**src/rtl/ddr_te_pkg.sv**
```systemverilog
package ddr_te_pkg;

    typedef enum logic {
        ST_UNCONF = 1'b0,
        ST_READY  = 1'b1
    } te_state_e;

    // burst code -> clock cycles on the bus (two beats per cycle)
    function automatic logic [2:0] burst_cycles(input logic [1:0] code);
        logic [2:0] r;
        unique case (code)
            2'd0:    r = 3'd1;
            2'd1:    r = 3'd2;
            default: r = 3'd4;
        endcase
        return r;
    endfunction

endpackage

```
**src/rtl/ddr_te_mode.sv**
```systemverilog
module ddr_te_mode
    import ddr_te_pkg::*;
#(
    parameter int MIN_RL = 3,
    parameter int MAX_RL = 15,
    localparam int RL_W  = $clog2(MAX_RL + 1)
) (
    input  logic            clk,
    input  logic            rst_n,
    input  logic            mode_set,
    input  logic [RL_W-1:0] mode_rl,
    input  logic [1:0]      mode_bl,
    output logic            ready,
    output logic [RL_W-1:0] rl_q,
    output logic [2:0]      bcyc_q
);

    te_state_e state_q, state_d;
    logic      legal;

    assign legal = mode_set && (mode_bl != 2'd3) &&
                   (int'(mode_rl) >= MIN_RL) && (int'(mode_rl) <= MAX_RL);

    always_comb begin
        state_d = state_q;
        unique case (state_q)
            ST_UNCONF: if (legal) state_d = ST_READY;
            ST_READY:  state_d = ST_READY;
            default:   state_d = ST_UNCONF;
        endcase
    end

    always_ff @(posedge clk) begin
        if (!rst_n) state_q <= ST_UNCONF;
        else        state_q <= state_d;
    end

    always_ff @(posedge clk) begin
        if (!rst_n) begin
            rl_q   <= RL_W'(MIN_RL);
            bcyc_q <= 3'd1;
        end else if (legal) begin
            rl_q   <= mode_rl;
            bcyc_q <= burst_cycles(mode_bl);
        end
    end

    assign ready = (state_q == ST_READY);

    p_rl_range_r2: assert property (@(posedge clk) disable iff (!rst_n)
        ready |-> (int'(rl_q) >= MIN_RL && int'(rl_q) <= MAX_RL));
    p_bl_code_r2: assert property (@(posedge clk) disable iff (!rst_n)
        ready |-> ($countones(bcyc_q) == 1));

endmodule

```
**src/rtl/ddr_te_sched.sv**
```systemverilog
module ddr_te_sched #(
    parameter int DEPTH = 20
) (
    input  logic             clk,
    input  logic             rst_n,
    input  logic             load,
    input  logic [DEPTH-1:0] load_mask,
    output logic [DEPTH-1:0] ahead,
    output logic             now
);

    // bit j: bus occupied in the cycle j edges from now
    logic [DEPTH-1:0] slots_q;

    assign ahead = {1'b0, slots_q[DEPTH-1:1]};
    assign now   = slots_q[0];

    always_ff @(posedge clk) begin
        if (!rst_n)    slots_q <= '0;
        else if (load) slots_q <= ahead | load_mask;
        else           slots_q <= ahead;
    end

    p_no_overlap_r7: assert property (@(posedge clk) disable iff (!rst_n)
        load |-> ((load_mask & ahead) == '0));

endmodule

```
**src/rtl/ddr_burst_timing_engine.sv**
```systemverilog
module ddr_burst_timing_engine
    import ddr_te_pkg::*;
#(
    parameter int BANK_W = 3,
    parameter int ADDR_W = 20,
    parameter int DQ_W   = 18,
    parameter int DM_W   = 2,
    parameter int MIN_RL = 3,
    parameter int MAX_RL = 15,
    localparam int RL_W  = $clog2(MAX_RL + 1),
    localparam int DEPTH = MAX_RL + 1 + 4,
    localparam int SW    = $clog2(DEPTH + 1) + 1
) (
    input  logic              clk,
    input  logic              rst_n,
    input  logic              mode_set,
    input  logic [RL_W-1:0]   mode_rl,
    input  logic [1:0]        mode_bl,
    input  logic              cmd_valid,
    input  logic              cmd_write,
    input  logic [BANK_W-1:0] cmd_bank,
    input  logic [ADDR_W-1:0] cmd_addr,
    input  logic [DQ_W-1:0]   wr_data_rise,
    input  logic [DQ_W-1:0]   wr_data_fall,
    input  logic [DM_W-1:0]   wr_mask_rise,
    input  logic [DM_W-1:0]   wr_mask_fall,
    output logic              mem_cmd_valid,
    output logic              mem_cmd_write,
    output logic [BANK_W-1:0] mem_bank,
    output logic [ADDR_W-1:0] mem_addr,
    output logic              cmd_err,
    output logic              dq_oe,
    output logic [DQ_W-1:0]   dq_rise,
    output logic [DQ_W-1:0]   dq_fall,
    output logic [DM_W-1:0]   dm_rise,
    output logic [DM_W-1:0]   dm_fall,
    output logic              rd_valid,
    output logic              odt_en
);

    logic             ready;
    logic [RL_W-1:0]  rl_q;
    logic [2:0]       bcyc_q;
    logic [SW-1:0]    win_start, win_stop;
    logic [DEPTH-1:0] win, rd_ahead, wr_ahead;
    logic             rd_now, wr_now, clash, accept;

    ddr_te_mode #(.MIN_RL(MIN_RL), .MAX_RL(MAX_RL)) u_mode (
        .clk(clk), .rst_n(rst_n), .mode_set(mode_set), .mode_rl(mode_rl),
        .mode_bl(mode_bl), .ready(ready), .rl_q(rl_q), .bcyc_q(bcyc_q)
    );

    // data window of the candidate command, in cycles after this edge
    assign win_start = cmd_write ? SW'(rl_q) + SW'(1) : SW'(rl_q);
    assign win_stop  = win_start + SW'(bcyc_q);

    for (genvar j = 0; j < DEPTH; j++) begin : g_win
        assign win[j] = (SW'(j) >= win_start) && (SW'(j) < win_stop);
    end

    assign clash  = |(win & (rd_ahead | wr_ahead));
    assign accept = cmd_valid && ready && !clash;

    ddr_te_sched #(.DEPTH(DEPTH)) u_rd_sched (
        .clk(clk), .rst_n(rst_n), .load(accept && !cmd_write),
        .load_mask(win), .ahead(rd_ahead), .now(rd_now)
    );

    ddr_te_sched #(.DEPTH(DEPTH)) u_wr_sched (
        .clk(clk), .rst_n(rst_n), .load(accept && cmd_write),
        .load_mask(win), .ahead(wr_ahead), .now(wr_now)
    );

    always_ff @(posedge clk) begin
        if (!rst_n) begin
            mem_cmd_valid <= 1'b0;
            mem_cmd_write <= 1'b0;
            mem_bank      <= '0;
            mem_addr      <= '0;
            cmd_err       <= 1'b0;
        end else begin
            mem_cmd_valid <= accept;
            cmd_err       <= cmd_valid && !accept;
            if (accept) begin
                mem_cmd_write <= cmd_write;
                mem_bank      <= cmd_bank;
                mem_addr      <= cmd_addr;
            end
        end
    end

    always_comb begin
        dq_oe    = wr_now;
        dq_rise  = wr_now ? wr_data_rise : '0;
        dq_fall  = wr_now ? wr_data_fall : '0;
        dm_rise  = wr_now ? wr_mask_rise : '0;
        dm_fall  = wr_now ? wr_mask_fall : '0;
        rd_valid = rd_now;
        odt_en   = !rd_now;
    end

    p_bus_excl_r10: assert property (@(posedge clk) disable iff (!rst_n)
        !(rd_valid && dq_oe));
    p_err_no_issue_r7: assert property (@(posedge clk) disable iff (!rst_n)
        cmd_err |-> !mem_cmd_valid);
    p_issue_ready_r1: assert property (@(posedge clk) disable iff (!rst_n)
        mem_cmd_valid |-> $past(ready));
    p_odt_write_r6: assert property (@(posedge clk) disable iff (!rst_n)
        dq_oe |-> odt_en);

endmodule

```
**config.mk**
```make
export PLATFORM = sky130hd
export DESIGN_NAME = ddr_burst_timing_engine
export DESIGN_NICKNAME = d
export VERILOG_FILES = /design/src/rtl/ddr_te_pkg.sv /design/src/rtl/ddr_te_mode.sv /design/src/rtl/ddr_te_sched.sv /design/src/rtl/ddr_burst_timing_engine.sv
export SDC_FILE = /design/constraint.sdc
export NUM_CORES = 1
export LEC_CHECK = 0
export CAP_MARGIN = 20
export CORE_MARGIN = 8
export CORE_UTILIZATION = 40
export CTS_CLUSTER_SIZE = 16
export DETAILED_ROUTE_END_ITERATION = 6
export DONT_BUFFER_PORTS = 1
export PLACE_DENSITY = 0.56
export RECOVER_POWER = 25
export SYNTH_ARGS = -nofsm -noshare
export SYNTH_HDL_FRONTEND = slang
export SYNTH_SLANG_ARGS = --single-unit
```
**constraint.sdc**
```tcl
create_clock -name clk -period 4.9 [get_ports clk]
set_input_delay 0.49 -clock clk [delete_from_list [all_inputs] [get_ports clk]]
set_output_delay 0.49 -clock clk [all_outputs]
set_load 0.005 [all_outputs]
```
## Word level (Yosys, flattened, before mapping)

Index checks and enable logic that the tools add are counted.

| operators by class | value |
|---|---|
| reductions and logical operators | 35 |
| $add $sub $neg | 2 |
| multipliers | 0 |
| bitwise gates (word level) | 5 |
| divide/modulo/power cells | 0 |
| shifts and indexed selects | 0 |
| equal/unequal tests | 2 |
| $lt $le $gt $ge | 41 |
| muxes and demuxes | 10 |

Operators with widths:

| kind | count |
|---|---|
| less-than comparator 4 x 6 -> 1 bit, first input constant | 8 |
| >= comparator 4 x 5 -> 1 bit, first input constant | 8 |
| OR 19 x 20 -> 20 bit | 2 |
| 2-to-1 mux 19 bit | 2 |
| 2-to-1 mux 18 bit | 2 |
| logical AND 1 bit | 27 |
| less-than comparator 3 x 6 -> 1 bit, first input constant | 4 |
| less-than comparator 5 x 6 -> 1 bit, first input constant | 4 |
| bitwise AND 20 x 19 -> 20 bit | 1 |
| >= comparator 3 x 5 -> 1 bit, first input constant | 4 |
| >= comparator 5 bit, first input constant | 4 |
| OR reduction 20 bit | 1 |
| OR 19 bit | 1 |
| less-than comparator 1 x 6 -> 1 bit, first input constant | 2 |
| less-than comparator 2 x 6 -> 1 bit, first input constant | 2 |
| >= comparator 1 x 5 -> 1 bit, first input constant | 2 |
| >= comparator 2 x 5 -> 1 bit, first input constant | 2 |
| adder 5 x 3 -> 6 bit | 1 |
| one-hot mux 3 bit (2 select lines) | 1 |
| adder 4 x 1 -> 5 bit, second input constant | 1 |
| 2-to-1 mux 5 bit | 1 |
| >= comparator 4 x 2 -> 1 bit, second input constant | 1 |
| zero test 1 bit | 4 |
| 2-to-1 mux 2 bit | 2 |
| 7 further kinds | 8 |

| storage, ports and cells | value |
|---|---|
| bits of input ports | 74 |
| flip-flop bits (word level) | 74 |
| bits in read-only memories | 0 |
| word-level logic and storage cells | 107 |
| bits in latches | 0 |
| memories kept | 0 |
| output and inout port bits | 69 |
| bits in writable memories | 0 |

## Depth between registers and ports, before layout

| depth | value |
|---|---|
| word-level depth | 11 |
| mapped depth | 17 |
| depth with buffers taken out | 13 |

## Modules after synthesis

From an unflattened synthesis, not the netlist that was laid out.

| second synthesis, totals | value |
|---|---|
| cells, all modules | 529 |
| area, all modules | 4340.4 um2 |

By module, submodules not included:

| module | area each (um2) | sequential area each (um2) | instances | cells each |
|---|---|---|---|---|
| ddr_burst_timing_engine | 2692.6 | 520.5 | 1 | 367 |
| ddr_te_sched | 664.4 | 400.4 | 2 | 65 |
| ddr_te_mode | 319.1 | 160.2 | 1 | 32 |

## Worst setup path before layout

No wires, ideal clock.

| timing | value |
|---|---|
| kind | input -> register |
| start | in cmd_write |
| end | reg mem_addr[0] |
| path slack | 929 ps |
| stages on the path | 16 |
| data required time | 4828 ps |
| arrival time | 3899 ps |
| library setup time | 72 ps |
| path through | buf_2 > buf_1 > xor2_1 > ha_1 > inv_1 > fa_1 > nor2b_1 > and3_1 > nand4_1 > o31ai_4 > a21oi_1 > a2111oi_1 > and4_1 > buf_4 > buf_6 > mux2i_1 |

| between the ends | value |
|---|---|
| longest elaborated chain between the ends | 8 |
| elaborated cells between the ends (all ways) | 66 |

RTL lines:

| item | line | source |
|---|---|---|
| start, declared | ddr_burst_timing_engine.sv:20 | `input logic cmd_write,` |
| 2-to-1 mux 5 bit (*) | ddr_burst_timing_engine.sv:54 | `assign win_start = cmd_write ? SW'(rl_q) + SW'(1) : SW'(rl_q);` |
| adder 5 x 3 -> 6 bit | ddr_burst_timing_engine.sv:55 | `assign win_stop = win_start + SW'(bcyc_q);` |
| less-than comparator 1 x 6 -> 1 bit, or another cell as far along | ddr_burst_timing_engine.sv:58 | `assign win[j] = (SW'(j) >= win_start) && (SW'(j) < win_stop);` |
| logical AND 1 bit | ddr_burst_timing_engine.sv:58 |  |
| bitwise AND 20 x 19 -> 20 bit (*) | ddr_burst_timing_engine.sv:61 | `assign clash = \|(win & (rd_ahead \| wr_ahead));` |
| OR reduction 20 bit (*) | ddr_burst_timing_engine.sv:61 |  |
| zero test 1 bit (*) | ddr_burst_timing_engine.sv:62 | `assign accept = cmd_valid && ready && !clash;` |
| logical AND 1 bit (*) | ddr_burst_timing_engine.sv:62 |  |
| end signal, assigned | ddr_burst_timing_engine.sv:87 | `mem_addr <= cmd_addr;` |
| end, declared | ddr_burst_timing_engine.sv:30 | `output logic [ADDR_W-1:0] mem_addr,` |

Every way passes the cells marked *; elsewhere a longest branch is shown, timed or not.
A chain may end at the register's enable or synchronous reset.

## Final worst setup path

| timing | value |
|---|---|
| start | reg u_mode.rl_q[1] |
| end | reg mem_addr[18] |

| between the ends | value |
|---|---|
| longest elaborated chain between the ends | 9 |
| elaborated cells between the ends (all ways) | 67 |

RTL lines:

| item | line | source |
|---|---|---|
| start, declared | ddr_te_mode.sv:14 | `output logic [RL_W-1:0] rl_q,` |
| start signal, assigned | ddr_te_mode.sv:40 | `rl_q <= RL_W'(MIN_RL);` |
| start signal, assigned | ddr_te_mode.sv:43 | `rl_q <= mode_rl;` |
| adder 4 x 1 -> 5 bit | ddr_burst_timing_engine.sv:54 |  |
| 2-to-1 mux 5 bit (*) | ddr_burst_timing_engine.sv:54 |  |
| adder 5 x 3 -> 6 bit | ddr_burst_timing_engine.sv:55 |  |
| less-than comparator 1 x 6 -> 1 bit, or another cell as far along | ddr_burst_timing_engine.sv:58 |  |
| logical AND 1 bit | ddr_burst_timing_engine.sv:58 |  |
| bitwise AND 20 x 19 -> 20 bit (*) | ddr_burst_timing_engine.sv:61 |  |
| OR reduction 20 bit (*) | ddr_burst_timing_engine.sv:61 |  |
| zero test 1 bit (*) | ddr_burst_timing_engine.sv:62 |  |
| logical AND 1 bit (*) | ddr_burst_timing_engine.sv:62 |  |

Marked as above.

==> impl_metrics.tcl <==
set metrics [dict create \
    synth-edff-count 0 \
    cts_max_path_buffers 2 \
    place.gp.congestion 0.890 \
    row_count 37 \
    slowest_stage "dfxtp_1" \
    cp_slowest_stage_delay_ps 510 \
    synth_common_cells "74 x dfxtp_1, 68 x nand2_1, 43 x and2_1, 38 x a32o_1, 30 x mux2i_1" \
    tightestPinTransition_ps 930 \
    drt_iter0_markers 415 \
    grt_pass1_vias 3645 \
    tritoncts "done" \
    critical_path.max_fanout 35 \
    antenna_found_initial 0 \
    wl_per_cell_um 20.1 \
    finalHoldViolCount 0 \
    report.power.total_mw 1.53 \
    grt_setup_unrepaired "false" \
    syn_to_final_growth_pct 6.80 \
    synthArstFlopShare_pct 0 \
    dp_slack_ps 250 \
    grt_max_degree 100 \
    grt_pass1_wl_mm 19.3 \
    powerDensity_mw_per_mm2 343 \
    path_class "flip-flop to flip-flop" \
    synthTopCellsByArea "dfxtp_1 35%, a32o_1 9.1%, mux2i_1 7.2%" \
    path_cells "ha_1 -> nand2_1 -> xnor2_2 -> ha_1 -> a21o_1 -> nor4_1 -> mux2i_1 -> o31ai_4 -> a21oi_1 -> a2111oi_1 -> and4_2 -> buf_12 -> mux2i_1" \
    synth.cell_area_mm2 0.00418 \
    period_minus_slack_ps 4550 \
    yosys_warnings 0 \
    drc_errors 0 \
    synthesis.nets 558 \
    clock_skew_ps 12.1 \
    antennaDiodeCount 0 \
    cts_hold_buf 0 \
    netlist_instances 478 \
    clk_pin_slew_ps 80 \
    syn_avg_cell_area_um2 8.74 \
    die_y_um 118 \
    grt-ovfl-total 0 \
    htree_num_levels 3 \
    layout.nets 538 \
    setup_violations 0 \
    slew_viol_final 0 \
    grt.total_usage_pct 16.5 \
    drt-total-wl_mm 12.0 \
    antenna_left 0 \
    die_area_mm2 0.0140 \
    ys_seq_area_share_pct 35.5 \
    initial_core_util_pct 40.8 \
    drive_gt1_share_pct 9.50 \
    core_area_mm2 0.0102 \
    reg2regPathDepth 13 \
    boundaryPins 143 \
    vias 3590 \
    via_per_inst 5.99 \
    synthFlopType "dfxtp_1" \
    cts_buffers 9 \
    critPathRequiredTime_ps 5170 \
    synth_cell_types 61 \
    worstPathArrival_ps 4820 \
    place_hpwl_mm 8.98 \
    crit_path_start_kind "flip-flop" \
    synth_top_area_share_pct 35.5 \
    cts_root_buf "clkbuf_8" \
    fp.dieW_um 118 \
    drt_pass1_iterations 5 \
    slew_headroom_pct 37.9 \
    clkLatencyLatePin_ps 350 \
    synth.most_common_cell "dfxtp_1" \
    holdPathStages 1 \
    finalCritPeriodShare_pct 92.8 \
    status "complete, no violations" \
    maxCapViolations 0 \
    endpoint_kind "flip-flop" \
    fin_util_pct 43.6 \
    max_freq_mhz 220 \
    worst_slack_ps 351 \
    p_leak_nw 1.62 \
    hold_path.class "input pin to flip-flop" \
    place.port_buffers 0 \
    ys_seq_elements 74 \
    synth_top_area_cell "dfxtp_1" \
    ir_drop_mv 0.235 \
    fin_tns_setup_ps 0 \
    cts_sinks 74 \
]
-- registers in the layout (all words and copies together) (netlist names) --
signal              count
mem_addr               20
u_rd_sched.slots_q     20
u_wr_sched.slots_q     20
u_mode.rl_q             4
mem_bank                3
u_mode.bcyc_q           3
cmd_err                 1
mem_cmd_valid           1
mem_cmd_write           1
u_mode.ready            1
-- logic make-up (layout without fill, tap and decap cells) --
logic type,Yosys count,in the layout,synth area share (%)
compound gates,125,125,24.0
xor+xnor,7,7,2.37
fa+ha+maj,6,6,1.98
buf+inv,48,33,6.08
flops,74,74,35.5
mux,30,30,7.19
simple gates,188,188,22.9
-- worst max-delay path, delay by kind of cell, from the launching register on --
family | cells | cell delay, ps
adders and majority gates | 2 | 840
buffers and inverters | 1 | 250
muxes | 2 | 390
xor gates and xnor gates | 1 | 300
AOI/OAI and AO/OA | 4 | 1250
and+or+nand+nor | 3 | 920
DFF | 1 | 510
-- path summary, 6_finish.rpt --
kind	start	end	slack [ps]
min reg2reg	u_wr_sched.slots_q[19]$_SDFF_PN0_	u_wr_sched.slots_q[18]$_SDFF_PN0_	450
min	cmd_write	u_rd_sched.slots_q[19]$_SDFF_PN0_	220
max	u_mode.rl_q[1]$_SDFFE_PN1P_	mem_addr[18]$_SDFFE_PN0P_	350
max reg2reg	u_mode.rl_q[1]$_SDFFE_PN1P_	mem_addr[18]$_SDFFE_PN0P_	350
-- final cells by class --
class	instances	area, um2
Clock buffer	9	124
Clock inverter	7	126
Fill cell	978	5770
Inverter	9	33.8
Multi-Input combinational cell	356	2450
Sequential cell	74	1480
Tap cell	136	170
Timing Repair Buffer	8	72.6
-- layout by cell type (no fill, tap or decap), types with 3 or more instances in the layout --
| master | n |
|---|---|
| a211oi_1 | 10 |
| a21oi_1 | 21 |
| a31oi_1 | 4 |
| a32o_1 | 38 |
| and2_1 | 43 |
| and3_1 | 5 |
| buf_4 | 7 |
| bufinv_16 | 3 |
| clkbuf_8 | 9 |
| dfxtp_1 | 74 |
| ha_1 | 5 |
| inv_1 | 8 |
| mux2i_1 | 30 |
| nand2_1 | 68 |
| nand3_1 | 12 |
| nand4_1 | 4 |
| nor2_1 | 18 |
| nor2b_1 | 9 |
| nor3_1 | 5 |
| nor3b_1 | 3 |
| nor4_1 | 3 |
| o21a_1 | 6 |
| o21ai_0 | 9 |
| o22ai_1 | 5 |
| o31ai_1 | 3 |
| or2_2 | 9 |
-- routing by layer --
layer	global-route usage, %	routed length [um]	vias to the layer above
met1	20.0	5070	1701
li1	-	-	1710
met4	7.29	393	0
met3	5.14	842	30
met5	0	0	-
met2	26.4	5730	149
-- what timing repair did --
| action | 4_1_cts | 5_1_grt |
|---|---|---|
| gates resized for setup | 0 | 2 |
| setup buffers | 0 | 0 |
| endpoints found under the setup margin | 0 | 53 |
-- through the flow --
stage	instance area, um2	hold slack (ps)	cells
3_5_place_dp	4200	446	583
3_3_place_gp	4200	440	583
2_1_floorplan	4180	421	478
6_report	4460	217	599
4_1_cts	4450	190	599
5_1_grt	4460	185	599
-- power breakdown --
group | switching, mW | internal [mW]
clock network | 0.246 | 0.343
logic | 0.196 | 0.108
registers | 0.0189 | 0.620
total | 0.460 | 1.07
Note: power is estimated with default switching activity, not from simulation.
